===== config.mk =====
export PLATFORM = sky130hd
export DESIGN_NAME = i2c_bitrate_div
export DESIGN_NICKNAME = d
export VERILOG_FILES = /design/src/rtl/i2c_brg_pkg.sv /design/src/rtl/brg_baud_reg.sv /design/src/rtl/brg_prescaler.sv /design/src/rtl/brg_expdiv.sv /design/src/rtl/i2c_bitrate_div.sv
export SDC_FILE = /design/constraint.sdc
export NUM_CORES = 1
export LEC_CHECK = 0
export BUFFER_PORTS_ARGS = -buffer_cell sky130_fd_sc_hd__buf_4
export CAP_MARGIN = 20
export CORE_UTILIZATION = 59
export CTS_CLUSTER_DIAMETER = 80
export DETAILED_ROUTE_END_ITERATION = 10
export PLACE_DENSITY = 0.93
export REMOVE_ABC_BUFFERS = 1
export SYNTH_ARGS = -nofsm -noshare
export SYNTH_HDL_FRONTEND = slang
export SYNTH_HIERARCHICAL = 1
export SYNTH_SLANG_ARGS = --single-unit

===== constraint.sdc =====
create_clock -name clk -period 5.9 [get_ports clk]
set_input_delay 0.295 -clock clk [delete_from_list [all_inputs] [get_ports clk]]
set_output_delay 0.295 -clock clk [all_outputs]
set_load 0.01 [all_outputs]

===== src/rtl/i2c_brg_pkg.sv =====
package i2c_brg_pkg;
    localparam int BRG_M_W = 4;
    localparam int BRG_N_W = 3;
    localparam logic [BRG_M_W+BRG_N_W-1:0] BRG_BAUD_DEFAULT = 7'h44;

    // Per-cycle control action decoded from the register inputs
    typedef enum logic [1:0] {
        BRG_RUN  = 2'd0,
        BRG_LOAD = 2'd1,
        BRG_SOFT = 2'd2
    } brg_ctl_e;
endpackage


===== src/rtl/brg_baud_reg.sv =====
module brg_baud_reg
    import i2c_brg_pkg::*;
#(
    parameter int M_W = BRG_M_W,
    parameter int N_W = BRG_N_W,
    parameter logic [M_W+N_W-1:0] BAUD_RST = BRG_BAUD_DEFAULT
) (
    input  logic               clk,
    input  logic               rst_n,
    input  logic               soft_rst,
    input  logic               baud_we,
    input  logic [M_W+N_W-1:0] baud_wdata,
    output logic [M_W+N_W-1:0] baud_q,
    output logic [M_W-1:0]     m_val,
    output logic [N_W-1:0]     n_val,
    output brg_ctl_e           ctl
);
    localparam int BAUD_W = M_W + N_W;

    always_comb begin
        if (soft_rst)     ctl = BRG_SOFT;
        else if (baud_we) ctl = BRG_LOAD;
        else              ctl = BRG_RUN;
    end

    always_ff @(posedge clk or negedge rst_n) begin
        if (!rst_n) begin
            baud_q <= BAUD_RST;
        end else begin
            unique case (ctl)
                BRG_SOFT: baud_q <= BAUD_RST;
                BRG_LOAD: baud_q <= baud_wdata;
                BRG_RUN:  baud_q <= baud_q;
                default:  baud_q <= baud_q;
            endcase
        end
    end

    assign m_val = baud_q[BAUD_W-1:N_W];
    assign n_val = baud_q[N_W-1:0];

    assert_soft_default_R5: assert property (@(posedge clk) disable iff (!rst_n)
        soft_rst |=> (baud_q == BAUD_RST));
    assert_load_value_R2: assert property (@(posedge clk) disable iff (!rst_n)
        (baud_we && !soft_rst) |=> (baud_q == $past(baud_wdata)));
    assert_hold_value_R2: assert property (@(posedge clk) disable iff (!rst_n)
        (!baud_we && !soft_rst) |=> $stable(baud_q));
endmodule


===== src/rtl/brg_prescaler.sv =====
module brg_prescaler #(
    parameter int M_W = 4
) (
    input  logic           clk,
    input  logic           rst_n,
    input  logic           clear,
    input  logic [M_W-1:0] m_val,
    output logic           pre_en
);
    logic [M_W-1:0] cnt;

    always_ff @(posedge clk or negedge rst_n) begin
        if (!rst_n)              cnt <= '0;
        else if (clear)          cnt <= '0;
        else if (cnt == m_val)   cnt <= '0;
        else                     cnt <= cnt + 1'b1;
    end

    assign pre_en = (cnt == m_val) && !clear;

    assert_pre_range_R3: assert property (@(posedge clk) disable iff (!rst_n)
        cnt <= m_val);
endmodule


===== src/rtl/brg_expdiv.sv =====
module brg_expdiv #(
    parameter int N_W = 3
) (
    input  logic           clk,
    input  logic           rst_n,
    input  logic           clear,
    input  logic           pre_en,
    input  logic [N_W-1:0] n_val,
    output logic           tick
);
    localparam int EXP_W = 1 << N_W;

    logic [EXP_W-1:0] ecnt;
    logic [EXP_W-1:0] lim;

    // lim = 2^(n+1) - 1, formed without a wider intermediate
    assign lim = ~(({EXP_W{1'b1}} << n_val) << 1);

    always_ff @(posedge clk or negedge rst_n) begin
        if (!rst_n)       ecnt <= '0;
        else if (clear)   ecnt <= '0;
        else if (pre_en) begin
            if (ecnt == lim) ecnt <= '0;
            else             ecnt <= ecnt + 1'b1;
        end
    end

    assign tick = pre_en && (ecnt == lim);

    assert_exp_range_R3: assert property (@(posedge clk) disable iff (!rst_n)
        ecnt <= lim);
endmodule


===== src/rtl/i2c_bitrate_div.sv =====
module i2c_bitrate_div
    import i2c_brg_pkg::*;
#(
    parameter int M_W = BRG_M_W,
    parameter int N_W = BRG_N_W,
    parameter logic [M_W+N_W-1:0] BAUD_RST = BRG_BAUD_DEFAULT
) (
    input  logic               clk,
    input  logic               rst_n,
    input  logic               soft_rst,
    input  logic               baud_we,
    input  logic [M_W+N_W-1:0] baud_wdata,
    output logic [M_W+N_W-1:0] baud_q,
    output logic               tick
);
    localparam int EXP_W = 1 << N_W;
    localparam int PER_W = M_W + EXP_W + 1;

    logic [M_W-1:0] m_val;
    logic [N_W-1:0] n_val;
    brg_ctl_e       ctl;
    logic           restart;
    logic           pre_en;

    brg_baud_reg #(.M_W(M_W), .N_W(N_W), .BAUD_RST(BAUD_RST)) u_reg (
        .clk        (clk),
        .rst_n      (rst_n),
        .soft_rst   (soft_rst),
        .baud_we    (baud_we),
        .baud_wdata (baud_wdata),
        .baud_q     (baud_q),
        .m_val      (m_val),
        .n_val      (n_val),
        .ctl        (ctl)
    );

    assign restart = (ctl != BRG_RUN);

    brg_prescaler #(.M_W(M_W)) u_pre (
        .clk    (clk),
        .rst_n  (rst_n),
        .clear  (restart),
        .m_val  (m_val),
        .pre_en (pre_en)
    );

    brg_expdiv #(.N_W(N_W)) u_exp (
        .clk    (clk),
        .rst_n  (rst_n),
        .clear  (restart),
        .pre_en (pre_en),
        .n_val  (n_val),
        .tick   (tick)
    );

    // Independent cycle count since the last tick or restart, used to
    // check the full period without a long $past window
    logic [PER_W-1:0] gap;
    logic [PER_W-1:0] period;

    assign period = ((PER_W'(m_val) + PER_W'(1)) << n_val) << 1;

    always_ff @(posedge clk or negedge rst_n) begin
        if (!rst_n)                gap <= '0;
        else if (restart || tick)  gap <= '0;
        else                       gap <= gap + 1'b1;
    end

    assert_full_period_R3: assert property (@(posedge clk) disable iff (!rst_n)
        tick |-> (gap == period - 1'b1));
    assert_tick_pulse_R3: assert property (@(posedge clk) disable iff (!rst_n)
        tick |=> !tick);
    assert_restart_quiet_R4: assert property (@(posedge clk) disable iff (!rst_n)
        restart |=> !tick);
endmodule


== Yosys cells after proc, flatten, opt, wreduce, memory -nomap -nowiden ==
Cells that the tools add are included.
Widths: inputs -> output; s select.
Cells by class
  add/sub/neg operators: 2
  equality and inequality tests: 4
  shift-type cells: 1
  multiplexer cells: 8
  bitwise gates (word level): 1
  reduce and logical (&&, ||, !) cells: 6
Operators by type and width (count)
  $mux 8: 3
  $pmux 7 s2: 1
  $add 8x1->8 const B: 1
  $eq 8x8->1: 1
  $mux 4: 2
  $not 8->8: 1
  $shl 8x3->7 const A: 1
  $reduce_bool 2->1: 3
  $add 4x1->4 const B: 1
  $eq 4x4->1: 1
  $eq 2x1->1 const B: 1
  $eq 2x2->1 const B: 1
  $logic_and 1x1->1: 2
  $mux 2: 1
  $logic_not 1->1: 1
  $mux 1: 1
Word-level totals
  register bits after elaboration: 19
  input port bits: 11
  logic and storage cells: 25

== Longest topological paths before layout ==
Gate-level depths: netlist of run 1.
  word-level depth: 7
  mapped depth: 10
  depth with buffers taken out: 8

== Hierarchy ==
Netlist of run 1, hierarchy kept.
Modules (own cells, without submodules)
  brg_expdiv: instances 1, cells each 63, area each 605.6 um^2, seq. area each 200.2 um^2
  brg_baud_reg: instances 1, cells each 32, area each 362.8 um^2, seq. area each 177.7 um^2
  brg_prescaler: instances 1, cells each 18, area each 222.7 um^2, seq. area each 100.1 um^2
  i2c_bitrate_div: instances 1, cells each 1, area each 6.3 um^2, seq. area each 0.0 um^2

== Worst setup path after synthesis of run 1 ==
Ideal clock, no wire load.
  path type: register -> register
  from: register u_reg.baud_q[4]
  to: register u_exp.ecnt[7]
  setup time: 0.140 ns
  arrival time: 2.055 ns
  setup slack: 3.705 ns
  cell stages (with the launch flop): 11
  cell sequence: dfrtp_1 -> buf_4 -> xor2_1 -> nor4_4 -> and2b_2 -> clkbuf_1 -> o21a_1 -> nand3_1 -> nor2_1 -> xnor2_1 -> nor3_1
Between the ends
  word-level cells in the longest chain between the ends: 3
Ends and longest elaborated chain
  start: declaration: RTL line brg_baud_reg.sv:13  | output logic [M_W+N_W-1:0] baud_q,
  start signal: assignment: RTL line brg_baud_reg.sv:32  | BRG_LOAD: baud_q <= baud_wdata;
  start signal: assignment: RTL line brg_baud_reg.sv:33  | BRG_RUN: baud_q <= baud_q;
  start signal: assignment: RTL line brg_baud_reg.sv:34  | default: baud_q <= baud_q;
  $eq 4x4->1: RTL line brg_prescaler.sv:19  | assign pre_en = (cnt == m_val) && !clear;
  $logic_and 1x1->1: RTL line brg_prescaler.sv:19
  named net pre_en: RTL line i2c_bitrate_div.sv:23  | logic pre_en;
  $reduce_bool 2->1 (no source line)
  end signal: assignment: RTL line brg_expdiv.sv:24  | else ecnt <= ecnt + 1'b1;
  end: declaration: RTL line brg_expdiv.sv:13  | logic [EXP_W-1:0] ecnt;
The timed path passes the listed nets, and every way through them passes these cells.
A chain may end at the register's enable or synchronous reset.

== Final worst setup path of run 1 ==
  from: register u_reg.baud_q[2]
  to: output port tick
Between the ends
  word-level cells in the longest chain between the ends: 4
Ends and longest elaborated chain
  $shl 8x3->7: RTL line brg_expdiv.sv:17  | assign lim = ~(({EXP_W{1'b1}} << n_val) << 1);
  $not 8->8: RTL line brg_expdiv.sv:17
  $eq 8x8->1: RTL line brg_expdiv.sv:28  | assign tick = pre_en && (ecnt == lim);
  $logic_and 1x1->1: RTL line brg_expdiv.sv:28
  end: declaration: RTL line i2c_bitrate_div.sv:14  | output logic tick
No other way between the ends.

==> reports/metrics.yaml, run 1 <==
timing:
  rsz0062_at_grt: "false"
  tns_ns: 0
  clock.fmax_mhz: 399
  final-max-slew-violation-count: 0
  period_share: 0.425
  fin_crit_ns: 2.51
  hold_violations: 0
  tightest_slew_ns: 0.494
  setup_viol: 0
  finalClockSkew_ns: 0.00374
  hold_slack_ns: 0.199
  slew_headroom: 0.662
cts:
  ctsResizeCount: 0
  ctsRootBufferMaster: "clkbuf_4"
  cts_made_buffers: 3
  clk_latency_ns: 0.30
  clock-sinks: 19
  cts_tree: "built"
  clkTransAtPathRegs_ns: 0.11
  htree_levels: 1
  cts.path.max_buffers: 2
power:
  power.total_uw: 247
  p_per_area_nw_per_um2: 190
  leakage_uw: 0.000574
  vdd_drop_max_v: 0.000148
placed_design:
  io_buffers: 18
  gp_congestion: 0.879
  place_inst: 143
  postPlaceCellArea_sq_um: 1260
  dp_hpwl_microns: 1570
critical_path:
  cp-start-kind: "flop"
  path_class: "reg -> out"
  required_ns: 5.61
  reg2reg_depth: 8
  cp.arrival_ns: 2.21
  setup.worst_path.end_class: "primary output"
  cp_max_fo: 13
floorplan:
  core_sq_um: 1820
  die_h_microns: 47.1
  num_rows: 15
  io_pins: 19
  die_x_microns: 47.1
  start_util: 0.658
  die_area_sq_um: 2210
grt:
  overflow: 0
  grt_max_degree: 20
  grt_pass1_wl_microns: 3540
  grt_pass1_vias: 798
  antenna_found_initial: 0
  grt_usage: 0.226
drt:
  drtPass1Iterations: 4
  vias_per_cell: 5.71
  antenna_left: 0
  drc: 0
  wl_per_cell_microns: 14.2
  drtIter0Drc: 5
  drt-total-wl_microns: 2100
  vias: 845
logic_synthesis:
  async_flop_share: 1.00
  ys_seq_area_frac: 0.399
  syn_area_per_cell_sq_um: 10.5
  synthTopCellsByArea: "dfrtp_1 (36%), xor2_1 (6.6%), buf_4 (5.0%)"
  postSynthCellCount: 114
  yosysTopAreaCell: "dfrtp_1"
  synth_top_area_frac: 0.355
  synth-warning-count: 6
  synth_flop_cell: "dfrtp_1"
  yosysMostFrequentCell: "dfrtp_1"
  synth_edf_count: 0
  yosys_register_bits: 19
  synth_area_sq_um: 1200
  synth_common_cells: "dfrtp_1 (17), nor3_1 (10), xor2_1 (9), buf_4 (8), nor2_1 (8)"
  synth_cell_types: 40
layout:
  antenna_cells: 0
  fin_area_sq_um: 1300
  nNetsFinal: 137
  fin_cells: 148
  area_delta_synth_final_pct: 8.78
  fillCellCount: 138
  drive_above_1_share: 0.285
min_path:
  hold_depth: 2
  hold_class: "in -> reg"
status:
  status: "finished clean"
job:
  drv_cap: 0
layout by cell type, fill, tap and decap left out, types with 2 or more instances in the layout:
master / count
dfrtp_1: 17
buf_4: 18
nand2b_1: 3
nor2b_2: 2
mux2i_1: 5
xor2_1: 9
dfstp_2: 2
nand2_1: 4
nand3b_1: 2
o32ai_1: 2
clkbuf_4: 3
a211o_1: 2
nor2_1: 8
nor3_1: 10
xnor2_1: 5
ha_1: 2
a21oi_1: 2
and2b_2: 2
nand3_1: 4
per-layer routing:
metal / wire (microns) / vias to the layer above / global-route usage / part of all wire
met2: 1080 / 26 / 0.397 / 0.51
met4: 37 / 0 / 0.0857 / 0.018
met5: 0 / - / 0 / 0
met1: 905 / 399 / 0.278 / 0.43
li1: - / 414 / - / -
met3: 83 / 6 / 0.0346 / 0.039
layout make-up:
cell class	count	area, sq um	area share
timing repair buffer	19	145	0.111
tap	25	31.3	0.0240
inverter	1	3.75	0.00288
multi-input combinational	80	617	0.474
sequential	19	478	0.367
clock inverter	1	5.00	0.00384
clock buffer	3	22.5	0.0173
stage by stage:
step	setup WS, ns	util
finish	3.39	0.715
global route	3.24	0.715
CTS	3.39	0.715
detailed placement	3.71	0.695
global placement	3.76	0.695
floorplan	3.92	-
worst paths after layout:
| path | slack [ns] | from | endpoint |
|---|---|---|---|
| min in group asynchronous | 0.38 | rst_n | u_exp/ecnt[5] |
| worst max-delay path | 3.39 | u_reg/baud_q[2] | tick |
| max in group asynchronous | 5.26 | rst_n | u_reg/baud_q[2] |
| worst min register to register | 0.57 | u_pre/cnt[0] | u_pre/cnt[0] |
| worst max register to register | 3.77 | u_pre/cnt[0] | u_exp/ecnt[7] |
| worst min-delay path | 0.20 | baud_wdata[2] | u_reg/baud_q[2] |
report_power, final:
part / switching [uW] / internal (uW) / leakage, uW
registers: 7.24 / 135 / 0.000254
clock network: 41.2 / 25.3 / 0.0000177
logic: 18.3 / 19.5 / 0.000302
logic make-up after synthesis:
logic type | after synthesis | share of synthesized area
buf+inv | 15 | 0.0857
compound gates | 13 | 0.0993
xor+xnor | 14 | 0.102
fa+ha+maj | 2 | 0.0209
simple gates | 45 | 0.241
mux | 6 | 0.0512
flops | 19 | 0.399
timing repair:
| item | 4_1_cts | 5_1_grt |
|---|---|---|
| hold endpoints to repair | 17 | 0 |
| endpoints found under the setup margin | 0 | 0 |
| hold buffers | 1 | 0 |
| setup buffers | 0 | 0 |
critical path, stage by stage, from the launching register on:
cell and delay (ns):
dfstp_2 0.66, or3b_1 0.36, a21oi_1 0.18, o311ai_2 0.16, nor4b_4 0.36, buf_4 0.19
registers in the layout, indices dropped and copies added, names as in the netlist:
| signal | count |
|---|---|
| u_pre/cnt | 4 |
| u_exp/ecnt | 8 |
| u_reg/baud_q | 7 |
(Power assumes the default switching activity.)
==> run 2: changes to the inputs <==
--- a/config.mk
+++ b/config.mk
@@ -7,10 +7,10 @@
 export LEC_CHECK = 0
 export BUFFER_PORTS_ARGS = -buffer_cell sky130_fd_sc_hd__buf_4
 export CAP_MARGIN = 20
-export CORE_UTILIZATION = 59
+export CORE_UTILIZATION = 50
 export CTS_CLUSTER_DIAMETER = 80
 export DETAILED_ROUTE_END_ITERATION = 10
-export PLACE_DENSITY = 0.93
+export PLACE_DENSITY = 0.85
 export REMOVE_ABC_BUFFERS = 1
 export SYNTH_ARGS = -nofsm -noshare
 export SYNTH_HDL_FRONTEND = slang
==> constraint.sdc (replaced) <==
create_clock -name clk -period 2.2 [get_ports clk]
set_input_delay 0.11 -clock clk [delete_from_list [all_inputs] [get_ports clk]]
set_output_delay 0.11 -clock clk [all_outputs]
set_load 0.01 [all_outputs]
==> reports/metrics.yaml, run 2 (synthesized netlist as in run 1, its figures left out) <==
status:
  status: "finished clean"
job:
  drv_cap: 0  # unchanged
grt:
  grt_max_degree: 20  # unchanged
  grt_pass1_wl_microns: 4020  # +13%
  antenna_found_initial: 0  # unchanged
  overflow: 0  # unchanged
  grt_pass1_vias: 964  # +21%
  grt_usage: 0.205  # -0.0213
power:
  p_per_area_nw_per_um2: 492  # +160%
  vdd_drop_max_v: 0.000385  # +160%
  leakage_uw: 0.000599  # +4.4%
layout:
  reg_top3: "u_exp/ecnt x8, u_reg/baud_q x7, u_pre/cnt x4"
  drive_above_1_share: 0.326  # +0.0410
  antenna_cells: 0  # unchanged
  final_cell_mix: "buf_4 (24), dfrtp_1 (16), nor3_1 (10)"
  layout_commonest_cell: "buf_4"
  largest_reg_flops: 8  # unchanged
  area_delta_synth_final_pct: 13.3
  fin_area_sq_um: 1360  # +4.1%
  nNetsFinal: 143  # +4.4%
  ff_latch_area_sq_um: 479  # +0.26%
  multiInputGateArea_sq_um: 622  # +0.81%
  fillCellCount: 187  # +36%
  fin_util: 0.607  # -0.108
  largest-register: "u_exp/ecnt"
cts:
  clk_latency_ns: 0.29  # about the same
  ctsRootBufferMaster: "clkbuf_4"
  cts.path.max_buffers: 2  # unchanged
  cts_tree: "built"
  clkTransAtPathRegs_ns: 0.10  # about the same
  cts_made_buffers: 3  # unchanged
  htree_levels: 1  # unchanged
  clock-sinks: 19  # unchanged
critical_path:
  required_ns: 2.09  # -3.52 ns
  r2r-end: "u_exp/ecnt[7]"
  slowest_delay_ns: 0.53  # -0.13 ns
  setup.worst_path.end_class: "primary output"
  reg2reg_depth: 8  # unchanged
  crit_buf_inv: 1  # unchanged
  cp-start-kind: "flop"
  worstReg2RegStart: "u_reg/baud_q[4]"
  cp-startpoint: "u_reg/baud_q[1]"
  worst_path_dominant_cell_family: "simple AND/OR/NAND/NOR gates"
  cpMaxStageDelayCell: "or4_4"
  crit_chain: "or4_4 -> o211ai_2 -> o311ai_2 -> nor4b_4 -> buf_4"
  cp_max_fo: 12  # -1
  rrSetupSlack_ns: 0.30  # -3.47 ns
  cp.arrival_ns: 1.97  # -0.24 ns
  path_class: "reg -> out"
timing:
  finalClockSkew_ns: 0.00342  # -0.000329 ns
  setup_viol: 0  # unchanged
  hold_violations: 0  # unchanged
  clock.fmax_mhz: 481
  slew_headroom: 0.671  # +0.00942
  tightest_slew_ns: 0.492  # -0.00259 ns
  final-max-slew-violation-count: 0  # unchanged
  fin_crit_ns: 2.08
  postLayoutSetupSlackWorst_ns: 0.121  # -3.27 ns
  period_share: 0.945
floorplan:
  io_pins: 19  # unchanged
  die_x_microns: 50.9  # +8.3%
  start_util: 0.536  # -0.122
  die_h_microns: 50.9  # +8.3%
  num_rows: 17  # +2
  core_sq_um: 2230  # +23%
  die_area_sq_um: 2590  # +17%
min_path:
  hold_depth: 2  # unchanged
  hold_class: "in -> reg"
  min_to: "u_reg/baud_q[1]"
  min_from: "soft_rst"
drt:
  wl_per_cell_microns: 14.1  # -0.75%
  drtIter0Drc: 7  # +2
  vias_per_cell: 5.55  # -2.7%
  vias: 872  # +3.2%
  antenna_left: 0  # unchanged
  drt-total-wl_microns: 2210  # +5.3%
  drc: 0  # unchanged
  drtPass1Iterations: 4  # unchanged
placed_design:
  io_buffers: 18  # unchanged
  dp_hpwl_microns: 1650  # +4.9%
  postPlaceCellArea_sq_um: 1290  # +2.1%
  dp_slack_ns: 0.171  # -3.54 ns
  gp_congestion: 0.837  # -4.8%
run 2: cell types whose count changed in the layout (fill, tap and decap cells not counted), sizes merged:
cell and change:
clkbuf +1, clkinv -1, buf +6
run 2: layer usage:
| layer | global-route usage | part of all wire |
|---|---|---|
| met5 | 0 | 0 |
| met1 | 0.235 | 0.42 |
| met4 | 0.0833 | 0.010 |
| met3 | 0.0298 | 0.038 |
| met2 | 0.375 | 0.53 |
run 2: worst max-delay path by stage:
stage               depth (start not counted)       endpoint  slack, ns
CTS                                         5           tick       0.01
finish                                      5           tick       0.12
floorplan                                   8  u_exp/ecnt[7]       0.28
detailed placement                          5           tick       0.17
global placement                            5           tick       0.24
global route                                5           tick      -0.01
run 2: repair_timing:
| item | in CTS | in global routing |
|---|---|---|
| setup endpoints to repair | 1 | 1 |
| pin swaps | 1 | 1 |
| resized for setup | 1 | 2 |
| endpoints found under the hold margin | 19 | 0 |
| setup buffers | 2 | 1 |
| hold buffers | 1 | 0 |
run 2: report_power, final:
part | leakage (uW) | internal (uW) | switching [uW] | total [uW]
Clock | 0.0000150 | 70.6 | 102 | 173
Combinational | 0.000332 | 60.0 | 53.5 | 113
Sequential | 0.000252 | 363 | 17.0 | 380
run 2: layout make-up:
| type | count | share of cell area |
|---|---|---|
| Timing Repair Buffer | 25 | 0.140 |
| Sequential cell | 19 | 0.353 |
| Clock buffer | 4 | 0.0194 |
| Tap cell | 28 | 0.0258 |
| Inverter | 1 | 0.00277 |
| Multi-Input combinational cell | 80 | 0.458 |
run 2: per-stage QoR:
| stage | total power (uW) | setup TNS (ns) | std cells | hold slack [ns] |
|---|---|---|---|---|
| after global placement | 490 | 0 | 149 | -0.00637 |
| after floorplan | 441 | 0 | 100 | -0.186 |
| after CTS | 679 | 0 | 156 | 0.0149 |
| after detailed placement | 496 | 0 | 149 | 0.00123 |
| after global routing | 706 | -0.0127 | 157 | 0.0239 |
| final | 667 | 0 | 157 | 0.0264 |
==> run 3: changes to the inputs <==
--- a/config.mk
+++ b/config.mk
@@ -7,10 +7,11 @@
 export LEC_CHECK = 0
 export BUFFER_PORTS_ARGS = -buffer_cell sky130_fd_sc_hd__buf_4
 export CAP_MARGIN = 20
-export CORE_UTILIZATION = 50
+export CORE_UTILIZATION = 59
 export CTS_CLUSTER_DIAMETER = 80
 export DETAILED_ROUTE_END_ITERATION = 10
-export PLACE_DENSITY = 0.85
+export PLACE_DENSITY = 0.93
+export RECOVER_POWER = 25
 export REMOVE_ABC_BUFFERS = 1
 export SYNTH_ARGS = -nofsm -noshare
 export SYNTH_HDL_FRONTEND = slang
==> constraint.sdc (replaced) <==
create_clock -name clk -period 2.5 [get_ports clk]
set_input_delay 0.125 -clock clk [delete_from_list [all_inputs] [get_ports clk]]
set_output_delay 0.125 -clock clk [all_outputs]
set_load 0.01 [all_outputs]
==> reports/metrics.yaml, run 3 (synthesized netlist as in run 1, its figures left out) <==
status:
  status: "finished clean"
timing:
  rsz0062_at_grt: "false"
  clock.fmax_mhz: 419
  hold_violations: 0  # unchanged
  tightest_slew_ns: 1.00  # +0.512 ns
  postLayoutSetupSlackWorst_ns: 0.116  # -0.00525 ns
  setup_viol: 0  # unchanged
  period_share: 0.954
  finalClockSkew_ns: 0.00751  # +0.00410 ns
  tns_ns: 0  # unchanged
  fin_crit_ns: 2.38
  final-max-slew-violation-count: 0  # unchanged
  slew_headroom: 0.331  # -0.341
layout:
  antenna_cells: 0  # unchanged
  fillCellCount: 147  # -21%
  nNetsFinal: 138  # -3.5%
  final_cell_mix: "buf_4 (18), dfrtp_1 (17), nor3_1 (10)"
  reg_top3: "u_exp/ecnt x8, u_reg/baud_q x7, u_pre/cnt x4"
  drive_above_1_share: 0.282  # -0.0433
  layout_commonest_cell: "buf_4"
  largest-register: "u_exp/ecnt"
  area_delta_synth_final_pct: 9.09
  fin_area_sq_um: 1310  # -3.7%
  largest_reg_flops: 8  # unchanged
  fin_cells: 149  # -5.1%
critical_path:
  setup.worst_path.end_class: "primary output"
  cp_max_fo: 13  # +1
  path_class: "reg -> out"
  worstReg2RegStart: "u_pre/cnt[0]"
  r2r-end: "u_exp/ecnt[5]"
  cp.arrival_ns: 2.26  # +0.29 ns
  required_ns: 2.38  # +0.29 ns
  reg2reg_depth: 8  # unchanged
  rrSetupSlack_ns: 0.46  # +0.16 ns
  cp-start-kind: "flop"
power:
  p_per_area_nw_per_um2: 452  # -8.1%
  p_clk_frac: 0.275  # +0.016
  p_int_uw: 426  # -14%
  p_switching_uw: 164  # -5.2%
  comb_power_share: 0.155  # -0.015
  leakage_uw: 0.000575  # -4.1%
  seqPwrFrac: 0.570  # about the same
  p_sw_frac: 0.278  # +0.0185
  vdd_drop_max_v: 0.000330  # -14%
drt:
  drt-total-wl_microns: 2220  # about the same
  vias: 861  # -1.3%
  wl_met3_microns: 88  # +6.0%
  antenna_left: 0  # unchanged
  wl_per_cell_microns: 14.9  # +5.5%
  vias_per_cell: 5.78  # +4.0%
  wl_met1_microns: 940  # +0.75%
  wl_met2_microns: 1150  # -2.0%
  dr.max_layer_used: "met4"
  drc: 0  # unchanged
  drtIter0Drc: 31  # +24
  drtPass1Iterations: 4  # unchanged
placed_design:
  dp_hpwl_microns: 1670  # +1.4%
  place_inst: 144  # -3.4%
  postPlaceCellArea_sq_um: 1270  # -1.5%
  dp_slack_ns: 0.459  # +0.287 ns
  io_buffers: 18  # unchanged
  gp_congestion: 0.873  # +4.2%
floorplan:
  die_h_microns: 47.1  # -7.6%
  core_sq_um: 1820  # -18%
  start_util: 0.658  # +0.122
  die_area_sq_um: 2210  # -15%
  die_x_microns: 47.1  # -7.6%
  io_pins: 19  # unchanged
  num_rows: 15  # -2
cts:
  clock-sinks: 19  # unchanged
  post_cts_buffers: 0  # -2
  clk_latency_ns: 0.31  # +0.02 ns
  cts_made_buffers: 3  # unchanged
  cts.path.max_buffers: 2  # unchanged
  htree_levels: 1  # unchanged
  ctsRootBufferMaster: "clkbuf_4"
  cts_tree: "built"
  ctsResizeCount: 0  # -1
  clkTransAtPathRegs_ns: 0.12  # +0.02 ns
min_path:
  hold_class: "in -> reg"
  min_from: "baud_wdata[6]"
  hold_depth: 2  # unchanged
  min_to: "u_reg/baud_q[6]"
grt:
  grt_pass1_vias: 873  # -9.4%
  overflow: 0  # unchanged
  grt_pass1_wl_microns: 3730  # -7.0%
  grt_max_degree: 20  # unchanged
  grt_usage: 0.251  # +0.0459
  antenna_found_initial: 0  # unchanged
job:
  drv_cap: 0  # unchanged
## run 3: worst max-delay path by stage
stage                          to             from
floorplan           u_exp/ecnt[7]  u_reg/baud_q[4]
global route                 tick  u_reg/baud_q[2]
detailed placement           tick  u_reg/baud_q[2]
finish                       tick  u_reg/baud_q[2]
global placement             tick  u_reg/baud_q[2]
CTS                          tick  u_reg/baud_q[2]
## run 3: final cells by class
cell class,instances,area (sq um),share of cell area
Tap cell,25,31.3,0.0239
Multi-Input combinational cell,80,617,0.472
Timing Repair Buffer,20,149,0.114
Sequential cell,19,478,0.366
Clock inverter,1,5.00,0.00383
Clock buffer,3,22.5,0.0172
Inverter,1,3.75,0.00287
## run 3: stage by stage
stage | total power, uW | hold WS (ns) | utilization
after detailed placement | 434 | 0.0119 | 0.699
after global placement | 429 | 0.00853 | 0.699
after CTS | 597 | 0.0113 | 0.720
after floorplan | 389 | -0.171 | -
final | 590 | 0.0215 | 0.718
after global routing | 616 | 0.0199 | 0.718
## run 3: what timing repair did
action,in CTS,in global routing
hold endpoints to repair,19,0
setup endpoints to repair,0,0
hold buffers,1,0
## run 3: per-layer routing
layer | track usage | vias to the layer above
li1 | - | 416
met1 | 0.300 | 411
met2 | 0.436 | 28
met3 | 0.0423 | 6
met4 | 0.120 | 0
met5 | 0 | -
## run 3: power groups by stage
stage | combinational (uW) | clock, uW | sequential, uW
after global routing | 100 | 176 | 339
after global placement | 87.5 | 0 | 341
after detailed placement | 91.6 | 0 | 342
after floorplan | 46.6 | 0 | 342
final | 91.7 | 162 | 336
after CTS | 93.4 | 167 | 336
## run 3: critical path, cell delays in order, from the launching register on
cell and delay [ns]:
dfstp_2 0.65, or3b_1 0.38, a21oi_1 0.19, o311ai_2 0.17
nor4b_4 0.37, buf_4 0.19
